`src/rtl/flash_fe_pkg.sv`:
```
package flash_fe_pkg;

    localparam int ADDR_W = 24;

    localparam logic [7:0] OPC_READ = 8'h03;
    localparam logic [7:0] OPC_PROG = 8'h02;
    localparam logic [7:0] OPC_SEQ  = 8'hAD;

    typedef enum logic [2:0] {
        ST_OPC,
        ST_ADDR,
        ST_RD,
        ST_PGM,
        ST_IGN
    } fe_state_e;

    typedef enum logic [1:0] {
        CMD_NONE,
        CMD_READ,
        CMD_PROG,
        CMD_SEQ
    } fe_cmd_e;

    // events produced by the bit framer, consumed by the command FSM
    typedef struct packed {
        logic       fall;
        logic       cs_rise;
        logic       byte_done;
        logic       part_bits;
        logic [7:0] byte_val;
    } fe_evt_t;

    function automatic fe_cmd_e decode_opc(input logic [7:0] op);
        case (op)
            OPC_READ: return CMD_READ;
            OPC_PROG: return CMD_PROG;
            OPC_SEQ:  return CMD_SEQ;
            default:  return CMD_NONE;
        endcase
    endfunction

    function automatic logic [7:0] init_byte(input int idx);
        logic [7:0] low;
        low = idx[7:0];
        return low ^ 8'hA5;
    endfunction

endpackage

```
`src/rtl/fe_bit_framer.sv`:
```
module fe_bit_framer
    import flash_fe_pkg::*;
(
    input  logic    clk,
    input  logic    rst,
    input  logic    sck,
    input  logic    cs_n,
    input  logic    mosi,
    input  logic    hold_n,
    output fe_evt_t evt,
    output logic    cs_active,
    output logic    hold_active
);

    logic       s_sck, s_cs, s_mosi, s_hold;
    logic       sck_prev, cs_prev;
    logic [2:0] bit_cnt;
    logic [7:0] shreg;
    logic       live, rise;

    assign live        = ~s_cs & s_hold;
    assign rise        = s_sck & ~sck_prev & live;
    assign cs_active   = ~s_cs;
    assign hold_active = s_hold;

    always_comb begin
        evt.fall      = ~s_sck & sck_prev & live;
        evt.cs_rise   = s_cs & ~cs_prev;
        evt.byte_done = rise && (bit_cnt == 3'd7);
        evt.part_bits = (bit_cnt != 3'd0);
        evt.byte_val  = {shreg[6:0], s_mosi};
    end

    always_ff @(posedge clk) begin
        if (rst) begin
            s_sck    <= 1'b0;
            s_cs     <= 1'b1;
            s_mosi   <= 1'b0;
            s_hold   <= 1'b1;
            sck_prev <= 1'b0;
            cs_prev  <= 1'b1;
            bit_cnt  <= '0;
            shreg    <= '0;
        end else begin
            s_sck    <= sck;
            s_cs     <= cs_n;
            s_mosi   <= mosi;
            s_hold   <= hold_n;
            sck_prev <= s_sck;
            cs_prev  <= s_cs;
            if (s_cs) begin
                bit_cnt <= '0;
            end else if (rise) begin
                shreg   <= {shreg[6:0], s_mosi};
                bit_cnt <= bit_cnt + 3'd1;
            end
        end
    end

    // a paused transfer keeps its bit position and partial byte
    p_hold_freeze_r8: assert property (@(posedge clk) disable iff (rst)
        (!s_hold && !s_cs) |=> ($stable(bit_cnt) && $stable(shreg)));

    // chip select high clears the bit position
    p_cnt_clear_r10: assert property (@(posedge clk) disable iff (rst)
        s_cs |=> (bit_cnt == 3'd0));

endmodule

```
`src/rtl/fe_cmd_fsm.sv`:
```
module fe_cmd_fsm
    import flash_fe_pkg::*;
(
    input  logic              clk,
    input  logic              rst,
    input  fe_evt_t           evt,
    input  logic              cs_active,
    output logic [ADDR_W-1:0] addr,
    output logic              wr_en,
    output logic [7:0]        wr_data,
    output logic              load_tx,
    output logic              rd_active,
    output logic              frame_abort
);

    fe_state_e  state;
    fe_cmd_e    cmd, dec;
    logic [1:0] addr_idx;
    logic       pending;
    logic       seq_act;
    logic       abort_q;

    assign dec         = decode_opc(evt.byte_val);
    assign wr_en       = evt.byte_done && (state == ST_PGM);
    assign wr_data     = evt.byte_val;
    assign load_tx     = evt.fall && pending && (state == ST_RD);
    assign rd_active   = (state == ST_RD);
    assign frame_abort = abort_q;

    always_ff @(posedge clk) begin
        if (rst) begin
            state    <= ST_OPC;
            cmd      <= CMD_NONE;
            addr_idx <= '0;
            addr     <= '0;
            pending  <= 1'b0;
            seq_act  <= 1'b0;
            abort_q  <= 1'b0;
        end else begin
            abort_q <= evt.cs_rise &&
                       ((state == ST_ADDR) || ((state == ST_OPC) && evt.part_bits));
            if (!cs_active) begin
                state    <= ST_OPC;
                addr_idx <= '0;
                pending  <= 1'b0;
            end else begin
                if (load_tx || wr_en) addr <= addr + 1'b1;
                if (load_tx) pending <= 1'b0;
                if (evt.byte_done) begin
                    case (state)
                        ST_OPC: begin
                            cmd <= dec;
                            if (dec != CMD_SEQ) seq_act <= 1'b0;
                            case (dec)
                                CMD_READ, CMD_PROG: state <= ST_ADDR;
                                CMD_SEQ:            state <= seq_act ? ST_PGM : ST_ADDR;
                                default:            state <= ST_IGN;
                            endcase
                        end
                        ST_ADDR: begin
                            addr     <= {addr[ADDR_W-9:0], evt.byte_val};
                            addr_idx <= addr_idx + 2'd1;
                            if (addr_idx == 2'd2) begin
                                if (cmd == CMD_READ) begin
                                    state   <= ST_RD;
                                    pending <= 1'b1;
                                end else begin
                                    state <= ST_PGM;
                                    if (cmd == CMD_SEQ) seq_act <= 1'b1;
                                end
                            end
                        end
                        ST_RD:   pending <= 1'b1;
                        default: ;
                    endcase
                end
            end
        end
    end

    // abort only follows a chip-select rise
    p_abort_at_cs_r5: assert property (@(posedge clk) disable iff (rst)
        frame_abort |-> $past(evt.cs_rise));

    // each write advances the address by one
    p_wr_step_r4: assert property (@(posedge clk) disable iff (rst)
        wr_en |=> (addr == $past(addr) + 1'b1));

    // a frame boundary returns to opcode decode
    p_opc_after_cs_r10: assert property (@(posedge clk) disable iff (rst)
        !cs_active |=> (state == ST_OPC));

    // an ignored frame stays ignored while selected
    p_ign_sticky_r9: assert property (@(posedge clk) disable iff (rst)
        (state == ST_IGN && cs_active) |=> (state == ST_IGN));

endmodule

```
`src/rtl/fe_tx_shifter.sv`:
```
module fe_tx_shifter (
    input  logic       clk,
    input  logic       rst,
    input  logic       load,
    input  logic       shift,
    input  logic [7:0] rdata,
    output logic       tx_bit
);

    logic [7:0] tx_q;

    assign tx_bit = tx_q[7];

    always_ff @(posedge clk) begin
        if (rst)        tx_q <= '0;
        else if (load)  tx_q <= rdata;
        else if (shift) tx_q <= {tx_q[6:0], 1'b0};
    end

    // a freshly loaded byte presents its MSB first
    p_load_msb_r2: assert property (@(posedge clk) disable iff (rst)
        load |=> (tx_bit == $past(rdata[7])));

endmodule

```
`src/rtl/fe_mem_model.sv`:
```
module fe_mem_model
    import flash_fe_pkg::*;
#(
    parameter int MEM_AW = 8
) (
    input  logic              clk,
    input  logic              rst,
    input  logic              we,
    input  logic [MEM_AW-1:0] addr,
    input  logic [7:0]        wdata,
    output logic [7:0]        rdata
);

    localparam int DEPTH = 1 << MEM_AW;

    logic [7:0] mem [DEPTH];

    assign rdata = mem[addr];

    always_ff @(posedge clk) begin
        if (rst) begin
            for (int i = 0; i < DEPTH; i++) mem[i] <= init_byte(i);
        end else if (we) begin
            mem[addr] <= wdata;
        end
    end

    // a written byte is stored at the addressed location
    p_write_lands_r4: assert property (@(posedge clk) disable iff (rst)
        we |=> (mem[$past(addr)] == $past(wdata)));

endmodule

```
`src/rtl/flash_spi_front.sv`:
```
module flash_spi_front
    import flash_fe_pkg::*;
#(
    parameter int MEM_AW = 8
) (
    input  logic clk,
    input  logic rst,
    input  logic spi_sck,
    input  logic spi_cs_n,
    input  logic spi_mosi,
    input  logic spi_hold_n,
    output logic spi_miso,
    output logic spi_miso_oe,
    output logic frame_abort
);

    fe_evt_t           evt;
    logic              cs_active, hold_active;
    logic [ADDR_W-1:0] addr;
    logic              wr_en, load_tx, rd_active;
    logic [7:0]        wr_data, rdata;

    fe_bit_framer u_framer (
        .clk(clk), .rst(rst), .sck(spi_sck), .cs_n(spi_cs_n), .mosi(spi_mosi),
        .hold_n(spi_hold_n), .evt(evt), .cs_active(cs_active), .hold_active(hold_active)
    );

    fe_cmd_fsm u_fsm (
        .clk(clk), .rst(rst), .evt(evt), .cs_active(cs_active), .addr(addr),
        .wr_en(wr_en), .wr_data(wr_data), .load_tx(load_tx), .rd_active(rd_active),
        .frame_abort(frame_abort)
    );

    fe_mem_model #(.MEM_AW(MEM_AW)) u_mem (
        .clk(clk), .rst(rst), .we(wr_en), .addr(addr[MEM_AW-1:0]),
        .wdata(wr_data), .rdata(rdata)
    );

    fe_tx_shifter u_tx (
        .clk(clk), .rst(rst), .load(load_tx), .shift(evt.fall),
        .rdata(rdata), .tx_bit(spi_miso)
    );

    assign spi_miso_oe = cs_active & hold_active & rd_active;

    // deselected device never drives the output
    p_oe_idle_r10: assert property (@(posedge clk) disable iff (rst)
        $past(spi_cs_n) |-> !spi_miso_oe);

    // paused device never drives the output
    p_oe_hold_r8: assert property (@(posedge clk) disable iff (rst)
        $past(!spi_hold_n) |-> !spi_miso_oe);

endmodule

```
`config.mk`:
```
export PLATFORM = sky130hd
export DESIGN_NAME = flash_spi_front
export DESIGN_NICKNAME = d
export VERILOG_FILES = /design/src/rtl/flash_fe_pkg.sv /design/src/rtl/fe_bit_framer.sv /design/src/rtl/fe_cmd_fsm.sv /design/src/rtl/fe_tx_shifter.sv /design/src/rtl/fe_mem_model.sv /design/src/rtl/flash_spi_front.sv
export SDC_FILE = /design/constraint.sdc
export NUM_CORES = 2
export LEC_CHECK = 0
export BUFFER_PORTS_ARGS = -buffer_cell sky130_fd_sc_hd__buf_2
export CAP_MARGIN = 20
export CORE_MARGIN = 10
export CORE_UTILIZATION = 37
export CTS_CLUSTER_DIAMETER = 150
export DETAILED_ROUTE_END_ITERATION = 8
export GPL_TIMING_DRIVEN = 0
export PLACE_DENSITY_LB_ADDON = 0.2
export SETUP_SLACK_MARGIN = 0.2
export SLEW_MARGIN = 20
export SYNTH_ARGS = -nofsm -noshare
export SYNTH_HDL_FRONTEND = slang
export SYNTH_SLANG_ARGS = --single-unit
```
`constraint.sdc`:
```
create_clock -name clk -period 2.8 [get_ports clk]
set_input_delay 0.56 -clock clk [delete_from_list [all_inputs] [get_ports clk]]
set_output_delay 0.56 -clock clk [all_outputs]
set_load 0.05 [all_outputs]
```
# Word-level counts from Yosys, hierarchy flattened
# Memory sizes are Yosys's and may differ from the RTL's. A register that Yosys moved wholly into a read port is not among the register bits.
# Index checks and enable logic that the tools add are counted.
# classes
add_sub_neg	3
n_eq_ne	18
n_mux	31
bitwise_logic	11
reduce_logical	20
# op_table
operator	count
$mux W24	3
$mux W8	6
$add A24 B1 Y24 const B	1
$eq A8 B2 Y1 const B	2
$mux W1	15
$pmux W3 S2	2
$ne A2 B2 Y1 const B	5
$eq A2 B2 Y1 const B	4
$eq A8 B8 Y1 const B	1
$reduce_or A8 Y1	1
$and A1 B1 Y1	7
$reduce_and A7 Y1	1
$eq A3 B2 Y1 const B	2
$logic_and A1 B1 Y1	6
$pmux W2 S3	1
$reduce_and A3 Y1	2
$eq A2 B1 Y1 const B	2
$not A1 Y1	4
$pmux W1 S2	2
$reduce_and A2 Y1	2
$reduce_bool A2 Y1	2
$reduce_or A2 Y1	2
$add A3 B1 Y3 const B	1
$eq A3 B1 Y1 const B	1
7 further kinds	8
# totals
regBits	58
mem_bits_rw	2048
in_bits	6
out_inout_bits	3
word_cells	100
n_memories	1
# memory_table
name	words	width	read_ports	rd_ports_with_merged_regs	wr	line_no	rtl
u_mem.mem	256	8	1	1	256	fe_mem_model.sv:16	logic [7:0] mem [DEPTH];

# Logic depth before layout (Yosys ltp)
# logic_depth
ltp_word	11
ltp_mapped	13
mapped_depth_nobuf	8

# Hierarchy
# A second synthesis with hierarchy kept.
# unflattened
hier_cells	6732
hier_area_um2	97119.4
# by_module_without_submodules
module	n_inst	cells_each	area_each_um2	seq_area_each_um2
fe_mem_model	1	6339	93769.9	61499.0
fe_cmd_fsm	1	294	2278.4	680.7
fe_bit_framer	1	63	695.7	320.3
fe_tx_shifter	1	35	369.1	160.2
flash_spi_front	1	1	6.3	0.0

# Worst setup path before layout
# Ideal clock, no wire load.
# synth_timing
path_kind	register to register
start	register u_framer.bit_cnt[0]
end	memory u_mem.mem[24][0] (enable)
setup_time_ns	0.326
arrival_ns	2.536
t_required_ns	2.474
slack_ns	-0.062
path_stages_with_launch	12
n_path_buf	4
synth_period_minus_slack_ns	2.862
path_cell_list	dfxtp_1 -> ha_1 -> ha_1 -> nand2_1 -> or4b_1 -> clkbuf_1 -> or3_1 -> buf_2 -> nor2_1 -> buf_2 -> buf_2 -> a21o_1
# synth_lines
item	line_no	rtl
start: declaration	fe_bit_framer.sv:17	logic [2:0] bit_cnt;
start signal: assignment	fe_bit_framer.sv:55	bit_cnt <= bit_cnt + 3'd1;
end: declaration	fe_mem_model.sv:16	

==> key figures <==
Run status
  – Run status: finished, violations left
  – Failing checks: setup timing

Route
  – Routed wire length: 593400 µm
  – # DRC: 0
  – Post-DRT Antenna Nets: 0
  – Per-cell via count in the routed design: 6.802
  – DRC marker count from the first detailed-route iteration: 14996
  – Initial DRT Pass Iterations: 7
  – Avg WL per Cell: 53.98 µm
  – Vias: 74780

Pwr
  – Static power due to leakage: 34.70 nW
  – Ratio of total power to cell area: 568.0 nW/µm²
  – Peak supply drop: 0.0007224 V

Placement
  – Final HPWL from detailed placement: 430600 µm
  – Final estimated routing congestion in global placement: 1.066
  – Count of port buffers added during placement: 8
  – DP Cell Count: 10184

Clocking
  – TritonCTS Buffers: 225
  – Skew-Pair Late Insertion Delay: 0.97 ns
  – Clock Pin Slew Worst Setup and Hold Paths: 0.06 ns
  – Sink count of the clock tree: 2098
  – H-tree lvl count: 4
  – CTS root buf: sky130_fd_sc_hd__clkbuf_16
  – CTS tree: built
  – CTS max path bufs: 3

Yosys
  – Count of mapped cells out of synthesis: 6724
  – Count of flip-flops with a built-in enable after synthesis: 2048
  – Netlist area before placement: 94050 µm²
  – Most used DFF post-synth: sky130_fd_sc_hd__edfxtp_1
  – Sequential share of the synthesized area: 66.45%
  – Number of distinct library cells after synthesis: 73
  – Per-instance average area after synthesis: 13.99 µm²
  – Fraction of registers with async set/reset: 0%
  – YS warnings: 0
  – Total of flip-flops plus latches after synthesis: 2098
  – Net count after synthesis: 6738

Floorplan
  – I/O pins: 9
  – Chip Width: 524.2 µm
  – Die span in y: 524.2 µm
  – Core box area: 253500 µm²
  – Starting density of the core: 37.11%
  – Die outline area: 274800 µm²
  – Row cnt: 185

GRT
  – Initial antenna violation count: 76
  – Global-route wire length before repair: 733800 µm
  – Overflow left after global routing: 0
  – Via count of the first global-routing pass: 66205
  – Pin count of the biggest net entering global routing: 18
  – Global routing usage summed across all routing layers: 42.06%

Critical path
  – Maximum fanout along the worst path: 10
  – Kind of launch point of the worst setup path: flip-flop
  – Crit Path Category: reg -> reg
  – Data arrival time of the critical path: 4.65 ns
  – Element type at the critical path end: flip-flop
  – Required arrival time at the worst endpoint: 3.62 ns

Layout
  – Net count reported at finish: 7380
  – Highest-count cells in the layout ignoring fill and taps: sky130_fd_sc_hd__edfxtp_1, sky130_fd_sc_hd__nand2_1, sky130_fd_sc_hd__nor2_1
  – Fill cell total of the finished layout: 22410
  – Fraction of layout cells with a size suffix above 1: 29.45%
  – Final standard cell count with taps included and fillers excluded: 10994
  – Area Growth Syn to Fin: 24.84%
  – Most common cell after layout, fill and taps aside: sky130_fd_sc_hd__edfxtp_1

STA
  – Final TNS setup: -919.34 ns
  – Hold Vio Cnt, Final: 0
  – Transition time at the pin with the least slew margin: 1.306 ns
  – Final Setup Violations: 3476
  – Fmax: 260.6 MHz
  – Final worst path period need: 3.838 ns
  – Setup repair after global routing missed its margin: yes
  – Post-route worst hold slack: 0.1181 ns
  – Slew Limit Fails: 0
  – Final critical-path setup slack: -1.038 ns
  – Relative slew slack: 12.92%
  – Share of the cycle needed by the critical path after routing: 137.1%
  – Layout Skew: 0.04613 ns

Job
  – Max capacitance violation total: 0

Hold path
  – Class of the tightest hold or removal check: in -> reg
## sequential cells by signal, indices dropped and copies added, names as in the netlist, 2 cells and up, named ones only
name and flops:
u_framer.bit_cnt 3, u_framer.shreg 7, u_fsm.addr 8, u_fsm.addr_idx 2, u_fsm.cmd 2, u_fsm.state 3, u_mem.mem 2048, u_tx.tx_q 8
## kinds of logic (layout without fill, tap and decap cells)
logic type | Yosys count | after routing | synth area share [%]
AOI/OAI and AO/OA | 548 | 548 | 4.129
xor gates and xnor gates | 2 | 2 | 0.01863
adders and majority gates | 8 | 8 | 0.1064
buffers and inverters | 678 | 1505 | 3.085
DFF | 2098 | 2098 | 66.45
muxes | 593 | 593 | 12.91
other | 0 | 77 | 0
and+or+nand+nor | 2797 | 2797 | 13.30
## metal layers
layer	global-route usage, %	part of all wire (%)	up-vias
li1	-	-	26338
met1	50.89	34	38926
met2	55.75	39	7743
met3	22.83	17	1747
met4	31.53	9.3	26
met5	0	0.099	-
## power breakdown
part | switching (W) | internal [W]
combinational | 0.00148 | 0.000489
sequential | 0.000187 | 0.0349
clock | 0.0137 | 0.0159
## cells in the mapped netlist (7+ instances only)
cell type | count | area, µm²
sky130_fd_sc_hd__a211oi_1 | 23 | 172.7
sky130_fd_sc_hd__a21o_1 | 194 | 1456
sky130_fd_sc_hd__a21oi_1 | 78 | 390.4
sky130_fd_sc_hd__a221oi_1 | 20 | 175.2
sky130_fd_sc_hd__a22o_1 | 12 | 105.1
sky130_fd_sc_hd__a22oi_1 | 68 | 510.5
sky130_fd_sc_hd__a311oi_1 | 8 | 70.07
sky130_fd_sc_hd__a31oi_1 | 14 | 87.58
sky130_fd_sc_hd__and2_1 | 261 | 1633
sky130_fd_sc_hd__and3_1 | 11 | 68.82
sky130_fd_sc_hd__buf_1 | 21 | 78.83
sky130_fd_sc_hd__buf_2 | 102 | 510.5
sky130_fd_sc_hd__buf_4 | 47 | 352.8
sky130_fd_sc_hd__buf_6 | 7 | 78.83
sky130_fd_sc_hd__clkbuf_1 | 485 | 1821
sky130_fd_sc_hd__dfxtp_1 | 50 | 1001
sky130_fd_sc_hd__edfxtp_1 | 2048 | 61500
sky130_fd_sc_hd__ha_1 | 8 | 100.1
sky130_fd_sc_hd__inv_1 | 13 | 48.80
sky130_fd_sc_hd__mux2_2 | 28 | 315.3
sky130_fd_sc_hd__mux2i_1 | 72 | 720.7
sky130_fd_sc_hd__mux4_2 | 493 | 11100
sky130_fd_sc_hd__nand2_1 | 978 | 3671
sky130_fd_sc_hd__nand2b_1 | 38 | 237.7
sky130_fd_sc_hd__nand3_1 | 26 | 130.1
sky130_fd_sc_hd__nand4_1 | 7 | 43.79
sky130_fd_sc_hd__nor2_1 | 1013 | 3802
sky130_fd_sc_hd__nor2b_1 | 24 | 150.1
sky130_fd_sc_hd__nor3_1 | 50 | 250.2
sky130_fd_sc_hd__nor4_1 | 14 | 87.58
sky130_fd_sc_hd__o211ai_1 | 8 | 60.06
sky130_fd_sc_hd__o21ai_0 | 28 | 140.1
sky130_fd_sc_hd__o22ai_1 | 48 | 300.3
sky130_fd_sc_hd__o31ai_1 | 7 | 52.55
sky130_fd_sc_hd__o32ai_1 | 7 | 61.31
sky130_fd_sc_hd__or2_2 | 71 | 444.2
sky130_fd_sc_hd__or3_1 | 263 | 1645
## worst paths after layout
path / start / endpoint / slack, ns / depth (start not counted)
max: flip-flop / u_tx.tx_q[4] / -1.04 / 8
min: rst / u_tx.tx_q[0] / 0.12 / 3
max reg2reg: flip-flop / u_tx.tx_q[4] / -1.04 / 8
min reg2reg: u_framer.bit_cnt[1] / u_framer.bit_cnt[1] / 0.49 / 2
## cell type report
class | instances | area (µm²) | share of cell area, %
Sequential cell | 2098 | 62510 | 53.24
Clock buffer | 301 | 5988 | 5.100
Timing Repair Buffer | 416 | 5655 | 4.817
Inverter | 16 | 71.32 | 0.06074
Buffer | 661 | 6125 | 5.216
Tap cell | 3366 | 4212 | 3.587
Antenna cell | 77 | 192.7 | 0.1641
Multi-Input combinational cell | 3948 | 31650 | 26.96
Clock inverter | 111 | 1007 | 0.8579
## worst max-delay path: stages, from the launching register on
cell	delay (ns)
sky130_fd_sc_hd__dfxtp_1	0.31
sky130_fd_sc_hd__clkbuf_2	0.37
sky130_fd_sc_hd__clkbuf_2	0.44
sky130_fd_sc_hd__nand3b_1	0.34
sky130_fd_sc_hd__clkbuf_2	0.37
sky130_fd_sc_hd__buf_16	0.24
sky130_fd_sc_hd__o211ai_1	0.98
sky130_fd_sc_hd__o31ai_2	0.23
sky130_fd_sc_hd__o32ai_4	0.37
## stage by stage
stage / utilization (%) / cell area (µm²) / power, W / setup slack, ns
after floorplan: - / 94710 / 0.03651 / 0.1234
after global placement: 39.05 / 98970 / 0.03744 / -6.020
after detailed placement: 39.93 / 101200 / 0.03749 / -4.489
after CTS: 45.38 / 115000 / 0.06613 / -0.7804
after global routing: 46.25 / 117200 / 0.06746 / -0.8330
final: 46.32 / 117400 / 0.06669 / -1.038
## repair_timing
| item | CTS | global route |
|---|---|---|
| pin swaps | 65 | 62 |
| cloned | 7 | 13 |
| hold endpoints to repair | 4 | 0 |
| setup buffers | 229 | 66 |
| endpoints found under the setup margin | 4109 | 4068 |
| hold buffers | 4 | 0 |
| gates resized for setup | 1020 | 476 |
No activity file was read; power rests on OpenSTA's default activity.
